--- src/rtl/psel_pkg.sv ---
package psel_pkg;
    typedef enum logic [1:0] {
        ST_SETTLE  = 2'd0,
        ST_READY   = 2'd1,
        ST_STANDBY = 2'd2
    } psel_state_t;

    localparam logic PORT_AUI = 1'b0;
    localparam logic PORT_TP  = 1'b1;
endpackage

--- src/rtl/psel_link_qual.sv ---
module psel_link_qual #(
    parameter int LOSS_CYCLES = 64
) (
    input  logic clk,
    input  logic rst_n,
    input  logic link_ok,
    input  logic frame_ok,
    output logic tp_present
);
    localparam int MW = (LOSS_CYCLES > 1) ? $clog2(LOSS_CYCLES) : 1;
    localparam logic [MW-1:0] LAST_MISS = MW'(LOSS_CYCLES - 1);

    logic [MW-1:0] miss_q;
    logic          present_q;
    logic          activity;

    assign activity = link_ok | frame_ok;

    always_ff @(posedge clk) begin
        if (!rst_n) begin
            present_q <= 1'b0;
            miss_q    <= '0;
        end else if (activity) begin
            present_q <= 1'b1;
            miss_q    <= '0;
        end else if (present_q) begin
            if (miss_q == LAST_MISS) begin
                present_q <= 1'b0;
                miss_q    <= '0;
            end else begin
                miss_q <= miss_q + 1'b1;
            end
        end
    end

    assign tp_present = present_q;

    // any activity sample establishes presence on the next edge
    a_r1_activity_sets: assert property (@(posedge clk) disable iff (!rst_n)
        activity |=> tp_present);

    // presence never drops on an edge that sampled activity
    a_r2_no_drop_on_activity: assert property (@(posedge clk) disable iff (!rst_n)
        (tp_present && activity) |=> tp_present);
endmodule

--- src/rtl/psel_ctrl.sv ---
module psel_ctrl
    import psel_pkg::*;
#(
    parameter int SETTLE_CYCLES = 20000
) (
    input  logic clk,
    input  logic rst_n,
    input  logic standby,
    input  logic auto_en,
    input  logic sel_in,
    input  logic want_tp,
    input  logic tp_present,
    output logic port_tp,
    output logic sel_out,
    output logic sel_oe,
    output logic lp_en,
    output logic port_ready
);
    localparam int CW = (SETTLE_CYCLES > 2) ? $clog2(SETTLE_CYCLES) : 1;
    localparam logic [CW-1:0] LOAD = CW'(SETTLE_CYCLES - 1);

    psel_state_t   state_q, state_d;
    logic [CW-1:0] cnt_q, cnt_d;
    logic          port_q, port_d;

    always_comb begin
        state_d = state_q;
        cnt_d   = cnt_q;
        port_d  = port_q;
        unique case (state_q)
            ST_STANDBY: begin
                if (!standby) begin
                    state_d = ST_SETTLE;
                    cnt_d   = LOAD;
                    port_d  = want_tp;
                end
            end
            ST_SETTLE, ST_READY: begin
                if (standby) begin
                    state_d = ST_STANDBY;
                end else if (want_tp != port_q) begin
                    state_d = ST_SETTLE;
                    cnt_d   = LOAD;
                    port_d  = want_tp;
                end else if (state_q == ST_SETTLE) begin
                    if (cnt_q == '0) begin
                        state_d = ST_READY;
                    end else begin
                        cnt_d = cnt_q - 1'b1;
                    end
                end
            end
            default: begin
                state_d = ST_SETTLE;
                cnt_d   = LOAD;
            end
        endcase
    end

    always_ff @(posedge clk) begin
        if (!rst_n) begin
            state_q <= ST_SETTLE;
            cnt_q   <= LOAD;
            port_q  <= PORT_AUI;
        end else begin
            state_q <= state_d;
            cnt_q   <= cnt_d;
            port_q  <= port_d;
        end
    end

    always_comb begin
        port_tp    = port_q;
        sel_out    = port_q;
        sel_oe     = auto_en && (state_q != ST_STANDBY);
        lp_en      = (state_q != ST_STANDBY) && (auto_en || port_q == PORT_TP);
        port_ready = (state_q == ST_READY);
    end

    // a port flip is never seen together with a ready port
    a_r6_flip_not_ready: assert property (@(posedge clk) disable iff (!rst_n)
        (port_q != $past(port_q)) |-> !port_ready);

    // standby releases the pin, stops link pulses and drops ready
    a_r8_standby_quiet: assert property (@(posedge clk) disable iff (!rst_n)
        (standby && $past(standby)) |-> (!sel_oe && !lp_en && !port_ready));

    // manual AUI selection leaves link pulses off
    a_r5_manual_aui_no_pulse: assert property (@(posedge clk) disable iff (!rst_n)
        (!auto_en && $past(!auto_en && !sel_in && !standby)) |-> !lp_en);

    // in automatic mode a ready port follows a change in presence
    a_r1_auto_follow: assert property (@(posedge clk) disable iff (!rst_n)
        (state_q == ST_READY && auto_en && !standby && (tp_present != port_q))
        |=> (state_q == ST_SETTLE && port_q == $past(tp_present)));
endmodule

--- src/rtl/port_selector.sv ---
module port_selector #(
    parameter int SETTLE_CYCLES = 20000,
    parameter int LOSS_CYCLES   = 64
) (
    input  logic clk,
    input  logic rst_n,
    input  logic auto_en,
    input  logic sel_in,
    input  logic link_ok,
    input  logic frame_ok,
    input  logic standby,
    output logic port_tp,
    output logic sel_out,
    output logic sel_oe,
    output logic lp_en,
    output logic port_ready
);
    logic tp_present;
    logic want_tp;

    psel_link_qual #(.LOSS_CYCLES(LOSS_CYCLES)) u_qual (
        .clk        (clk),
        .rst_n      (rst_n),
        .link_ok    (link_ok),
        .frame_ok   (frame_ok),
        .tp_present (tp_present)
    );

    assign want_tp = auto_en ? tp_present : sel_in;

    psel_ctrl #(.SETTLE_CYCLES(SETTLE_CYCLES)) u_ctrl (
        .clk        (clk),
        .rst_n      (rst_n),
        .standby    (standby),
        .auto_en    (auto_en),
        .sel_in     (sel_in),
        .want_tp    (want_tp),
        .tp_present (tp_present),
        .port_tp    (port_tp),
        .sel_out    (sel_out),
        .sel_oe     (sel_oe),
        .lp_en      (lp_en),
        .port_ready (port_ready)
    );

    // the pin is driven with the port choice whenever enabled
    a_r4_pin_value: assert property (@(posedge clk) disable iff (!rst_n)
        sel_oe |-> (auto_en && sel_out == port_tp));
endmodule

--- config.mk ---
export PLATFORM = sky130hd
export DESIGN_NAME = port_selector
export DESIGN_NICKNAME = d
export VERILOG_FILES = /design/src/rtl/psel_pkg.sv /design/src/rtl/psel_link_qual.sv /design/src/rtl/psel_ctrl.sv /design/src/rtl/port_selector.sv
export SDC_FILE = /design/constraint.sdc
export NUM_CORES = 1
export LEC_CHECK = 0
export ABC_AREA = 1
export BUFFER_PORTS_ARGS = -buffer_cell sky130_fd_sc_hd__buf_2
export CAP_MARGIN = 20
export CORE_MARGIN = 3
export CORE_UTILIZATION = 28
export DETAILED_ROUTE_END_ITERATION = 6
export SKIP_CTS_REPAIR_TIMING = 1
export SLEW_MARGIN = 20
export SYNTH_ARGS = -nofsm -noshare
export SYNTH_HDL_FRONTEND = slang
export SYNTH_SLANG_ARGS = --single-unit
export TNS_END_PERCENT = 5
--- constraint.sdc ---
create_clock -name clk -period 1.6 [get_ports clk]
set_input_delay 0.08 -clock clk [delete_from_list [all_inputs] [get_ports clk]]
set_output_delay 0.08 -clock clk [all_outputs]
set_load 0.02 [all_outputs]
---- Yosys cells after proc, flatten, opt, wreduce, memory -nomap -nowiden ----
Index checks and enable logic that the tools add are counted.
storage, ports and cells
  RAM bits ................................ 0
  bits in latches ......................... 0
  flip-flop bits (word level) ............. 25
  memories kept ........................... 0
  logic and storage cells ................. 53
  bits of input ports ..................... 7
  bits in read-only memories .............. 0
operators by class
  multiplexer cells ....................... 21
  reductions and logical operators ........ 11
  multipliers ............................. 0
  $lt $le $gt $ge ......................... 0
  equality and inequality tests ........... 12
  shifts and indexed selects .............. 0
  divide/modulo/power cells ............... 0
  bitwise logic cells ..................... 2
  $add $sub $neg .......................... 2
operator list
  operator                                                count
  2-to-1 mux 15 bit                                       5
  one-hot mux 15 bit (2 select lines)                     1
  zero test 15 bit                                        1
  subtractor 15 x 1 -> 15 bit (second input constant)     1
  2-to-1 mux 2 bit                                        5
  inequality test 4 x 2 -> 1 bit (second input constant)  2
  AND reduction 4 bit                                     2
  2-to-1 mux 1 bit                                        7
  adder 6 x 1 -> 6 bit (second input constant)            1
  == test 6 bit (second input constant)                   1
  2-to-1 mux 6 bit                                        1
  inequality test 2 bit (second input constant)           3
  one-hot mux 2 bit (2 select lines)                      1
  OR reduction 2 bit                                      2
  inequality test 3 x 1 -> 1 bit (second input constant)  1
  inequality test 3 x 2 -> 1 bit (second input constant)  1
  AND reduction 3 bit                                     1
  == test 2 x 1 -> 1 bit (second input constant)          1
  == test 2 bit (second input constant)                   1
  logical AND 1 bit                                       2
  zero test 2 bit                                         1
  inequality test 2 x 1 -> 1 bit (second input constant)  1
  one-hot mux 1 bit (2 select lines)                      1
  nonzero test 2 bit                                      1
  4 further kinds                                         4

---- Longest topological paths before layout ----
  word-level depth ........................ 6
  depth in mapped cells ................... 10
  gate-level depth less buffers ........... 10

---- Hierarchy ----
From an unflattened synthesis, not the netlist that was laid out.
second synthesis, totals
  cell total of the unflattened synthesis .. 223
  area total of the unflattened synthesis .. 1420.1 µm²
modules (own cells, without submodules)
  module          cells each  instances  seq. area each (µm²)  area each (µm²)
  psel_ctrl       173         1          360.3                 1083.5
  psel_link_qual  46          1          140.1                 321.6
  port_selector   4           1          0.0                   15.0

---- Least setup slack after synthesis ----
Ideal clock, no wire load.
  path type ............................... register -> register
  start ................................... reg u_ctrl.cnt_q[1]
  end ..................................... reg u_ctrl.cnt_q[3]
  clock period less this slack ............ 1.549 ns
  data required time ...................... 1.475 ns
  stages on the path, launching flop included .. 11
  data arrival time ....................... 1.424 ns
  setup slack ............................. 0.051 ns
  cells stage by stage .................... dfxtp_1 -> inv_1 -> ha_1 -> nand2_1 -> nor2_2 -> nand3_2 -> nand2_2 -> nand2_8 -> buf_6 -> nand2_1 -> o211ai_2
on the way
  longest elaborated chain between the ends .. 6
ends and longest elaborated chain
  item                                 RTL line         text
  from (decl)                          psel_ctrl.sv:23  logic [CW-1:0] cnt_q, cnt_d;
  from (signal assigned)               psel_ctrl.sv:67  cnt_q <= cnt_d;
  subtractor 15 x 1 -> 15 bit          psel_ctrl.sv:49  cnt_d = cnt_q - 1'b1;
  2-to-1 mux 15 bit                    psel_ctrl.sv:46  if (cnt_q == '0) begin
  2-to-1 mux 15 bit                    psel_ctrl.sv:45  end else if (state_q == ST_SETTLE) begin
  2-to-1 mux 15 bit                    psel_ctrl.sv:41  end else if (want_tp != port_q) begin
  2-to-1 mux 15 bit                    psel_ctrl.sv:39  if (standby) begin
  one-hot mux 15 bit (2 select lines)  psel_ctrl.sv:30  unique case (state_q)
Parallel ways exist; a longest one is shown, timed or not. The select of a mux whose other input is x is not followed.
A chain may end at the register's enable or synchronous reset.

---- Worst setup path in the final report ----
  start ................................... reg u_ctrl.cnt_q[0]
  end ..................................... reg u_ctrl.cnt_q[6]
The elaborated chain is that of the path after synthesis.

==> out/results.ini <==
[placement]
dp_hpwl_mm = 2.893
port_buffers = 11
place.gp.congestion = 0.8866
place_area_sq_mm = 0.001789
dp_cells = 330
pre_cts_ws_ns = 0.02843

[sta]
rsz0062_at_grt = yes
hold_viol = 0
finalClockSkew_ns = 0.002966
slew_headroom = 0.8237
finalCritPeriodShare = 0.9226
min_period_ns = 1.476
setup_viol = 0
fmax_mhz = 677.4
finalMaxSlewViolations = 0
finalWorstSetupSlack_ns = 0.1239
worst_pin_slew_ns = 0.2635

[worst_setup_path]
cp.required_ns = 1.82
r2r_end = u_ctrl.cnt_q[6]
cp_cell_sequence = inv_1 -> ha_1 -> nand2_2 -> nor2_2 -> nand3_2 -> nand2_4 -> buf_4 -> nand3_1 -> a21oi_1
critical_path_arrival_ns = 1.69
critPathMaxFanout = 8
r2r_cells = 9
max_stage_delay_ns = 0.34
cp_slowest_cell = dfxtp_2
end_kind = register
r2r_setup_slack_ns = 0.12
crit_start = u_ctrl.cnt_q[0]
path_class = reg2reg
r2r-start = u_ctrl.cnt_q[0]
startpoint_type = register

[global_routing]
grt-busiest-layer = met2
gr-usage-met2 = 0.2077
grtUsageTotal = 0.1218
grt_overflow_total = 0
use_met3 = 0.02993
grt_pass1_vias = 1481
grt_antenna_before_repair = 0
use_met1 = 0.1527
grt_pass1_wl_mm = 6.341
grt_max_degree = 19

[yosys]
ys_seq_area_frac = 0.3175
ys_ff_latch = 25
synth.area.top_cells = dfxtp_1, nand2_1, nor2_1
syn_area_sq_mm = 0.001577
ys.flop_type = dfxtp_1
synthArstFlopShare = 0
synth.distinct_cells = 30
synth_top_area_frac = 0.3175
synth_area_per_cell_sq_um = 6.596
synth_fp_nets = 248
syn_inst = 239
synth-edff-count = 0
synth_area_leader_cell = dfxtp_1
yosysWarnings = 0

[floorplanning]
die_area_sq_mm = 0.006567
dieHeight_um = 81.04
initial_core_util = 0.2991
io_pins = 12
rows = 26
die_width_um = 81.04
core-area_sq_mm = 0.005270

[clock_tree]
numCtsBuffers = 3
clk_latency_ns = 0.28
cts_buffer_depth = 2
clock_sinks = 25
path_clk_slew_ns = 0.10
cts.htree.levels = 1
cts_root_buffer = clkbuf_8
cts_tree = done

[routing]
dr.first_iter.drc_count = 75
viasPerCell = 4.579
totalWireLength_mm = 3.749
drc = 0
routedWlPerCell_um = 11.19
antenna_left = 0
vias = 1534
drtPass1Iterations = 4

[layout]
drive_gt1_frac = 0.2000
fin_area_sq_mm = 0.001862
antennaDiodeCount = 0
layout_commonest_cell = nand2_1
layout.nets = 275
fill_cells = 588
instances_no_fill = 335
final_cell_mix = nand2_1, nor2_1, nand3_1
area_growth_pct = 18.10

[outcome]
status = complete, no violations

[hold_path]
hold_end = u_qual.tp_present
min_path_cells = 3
hp-class = in2reg
hold_path.startpoint = link_ok

[pwr]
ir_worst_vdd_uv = 242.9
total_power_mw = 1.314
p_leak_nw = 0.8098
p_per_area_mw_per_mm2 = 705.7

[flow_run]
maxCapViolCount = 0

cells by family (layout without fill, tap and decap cells):
| kind of cell | Yosys count | count (layout) | synth area share |
|---|---|---|---|
| DFF | 25 | 25 | 0.3175 |
| AOI/OAI and AO/OA | 27 | 27 | 0.1056 |
| xor gates and xnor gates | 2 | 2 | 0.01111 |
| and+or+nand+nor | 152 | 152 | 0.4635 |
| adders and majority gates | 2 | 2 | 0.01587 |
| buffers and inverters | 31 | 57 | 0.08650 |
how the worst max path moves through the flow:
stage / endpoint / slack, ns / cells after the start
floorplan: u_ctrl.cnt_q[3] / 0.05 / 10
global placement: u_ctrl.cnt_q[12] / 0.11 / 10
detailed placement: u_ctrl.cnt_q[13] / 0.03 / 10
CTS: u_ctrl.cnt_q[13] / 0.005 / 10
global route: u_ctrl.cnt_q[13] / -0.02 / 9
finish: u_ctrl.cnt_q[6] / 0.12 / 9
per-layer routing:
| layer | vias up | wire, um |
|---|---|---|
| li1 | 824 | - |
| met1 | 679 | 1831 |
| met2 | 27 | 1712 |
| met3 | 4 | 162 |
| met4 | 0 | 44 |
| met5 | - | 0 |
per-stage QoR:
step                hold WS (ns)  utilization  setup TNS, ns
floorplan                 0.2468            -              0
global placement          0.3693       0.3395              0
detailed placement        0.3692       0.3395              0
CTS                      0.07335       0.3488              0
global route             0.09304       0.3533       -0.02223
finish                   0.06714       0.3533              0
layout make-up:
| cell class | count | area, sq um | share of cell area |
|---|---|---|---|
| Multi-Input combinational cell | 183 | 954.7 | 0.5128 |
| Sequential cell | 25 | 501.7 | 0.2695 |
| Timing Repair Buffer | 26 | 167.7 | 0.09005 |
| Inverter | 27 | 101.3 | 0.05444 |
| Tap cell | 70 | 87.58 | 0.04704 |
| Clock buffer | 3 | 41.29 | 0.02218 |
| Clock inverter | 1 | 7.507 | 0.004032 |
state kept, by name, summed over array words and instances (netlist names):
signal and cells:
u_ctrl.cnt_q 15, u_ctrl.port_tp 1, u_ctrl.state_q 2, u_qual.miss_q 6
u_qual.tp_present 1
worst max-delay path, delay by kind of cell, from the launching register on:
kind,cells,cell delay [ns]
DFF,1,0.34
buffers and inverters,2,0.23
and+or+nand+nor,5,0.51
adders and majority gates,1,0.18
AOI/OAI and AO/OA,1,0.14
power breakdown:
part / internal (mW) / switching (mW) / total (mW)
registers: 0.642 / 0.0217 / 0.663
clock network: 0.177 / 0.230 / 0.407
logic: 0.0848 / 0.158 / 0.243
synth_stat cells, types with 2 or more instances:
| master | instances |
|---|---|
| o21ai_0 | 6 |
| nand2_1 | 61 |
| nand3_1 | 28 |
| o211ai_2 | 3 |
| nand2_8 | 2 |
| nand3_2 | 3 |
| a21oi_1 | 15 |
| nand4_1 | 4 |
| ha_1 | 2 |
| nand3b_1 | 2 |
| nand2_2 | 3 |
| inv_1 | 25 |
| dfxtp_1 | 25 |
| nor2_1 | 39 |
| nor3_1 | 3 |
| buf_6 | 2 |
| nand2_4 | 3 |
Power figures use the tool's default switching activity.
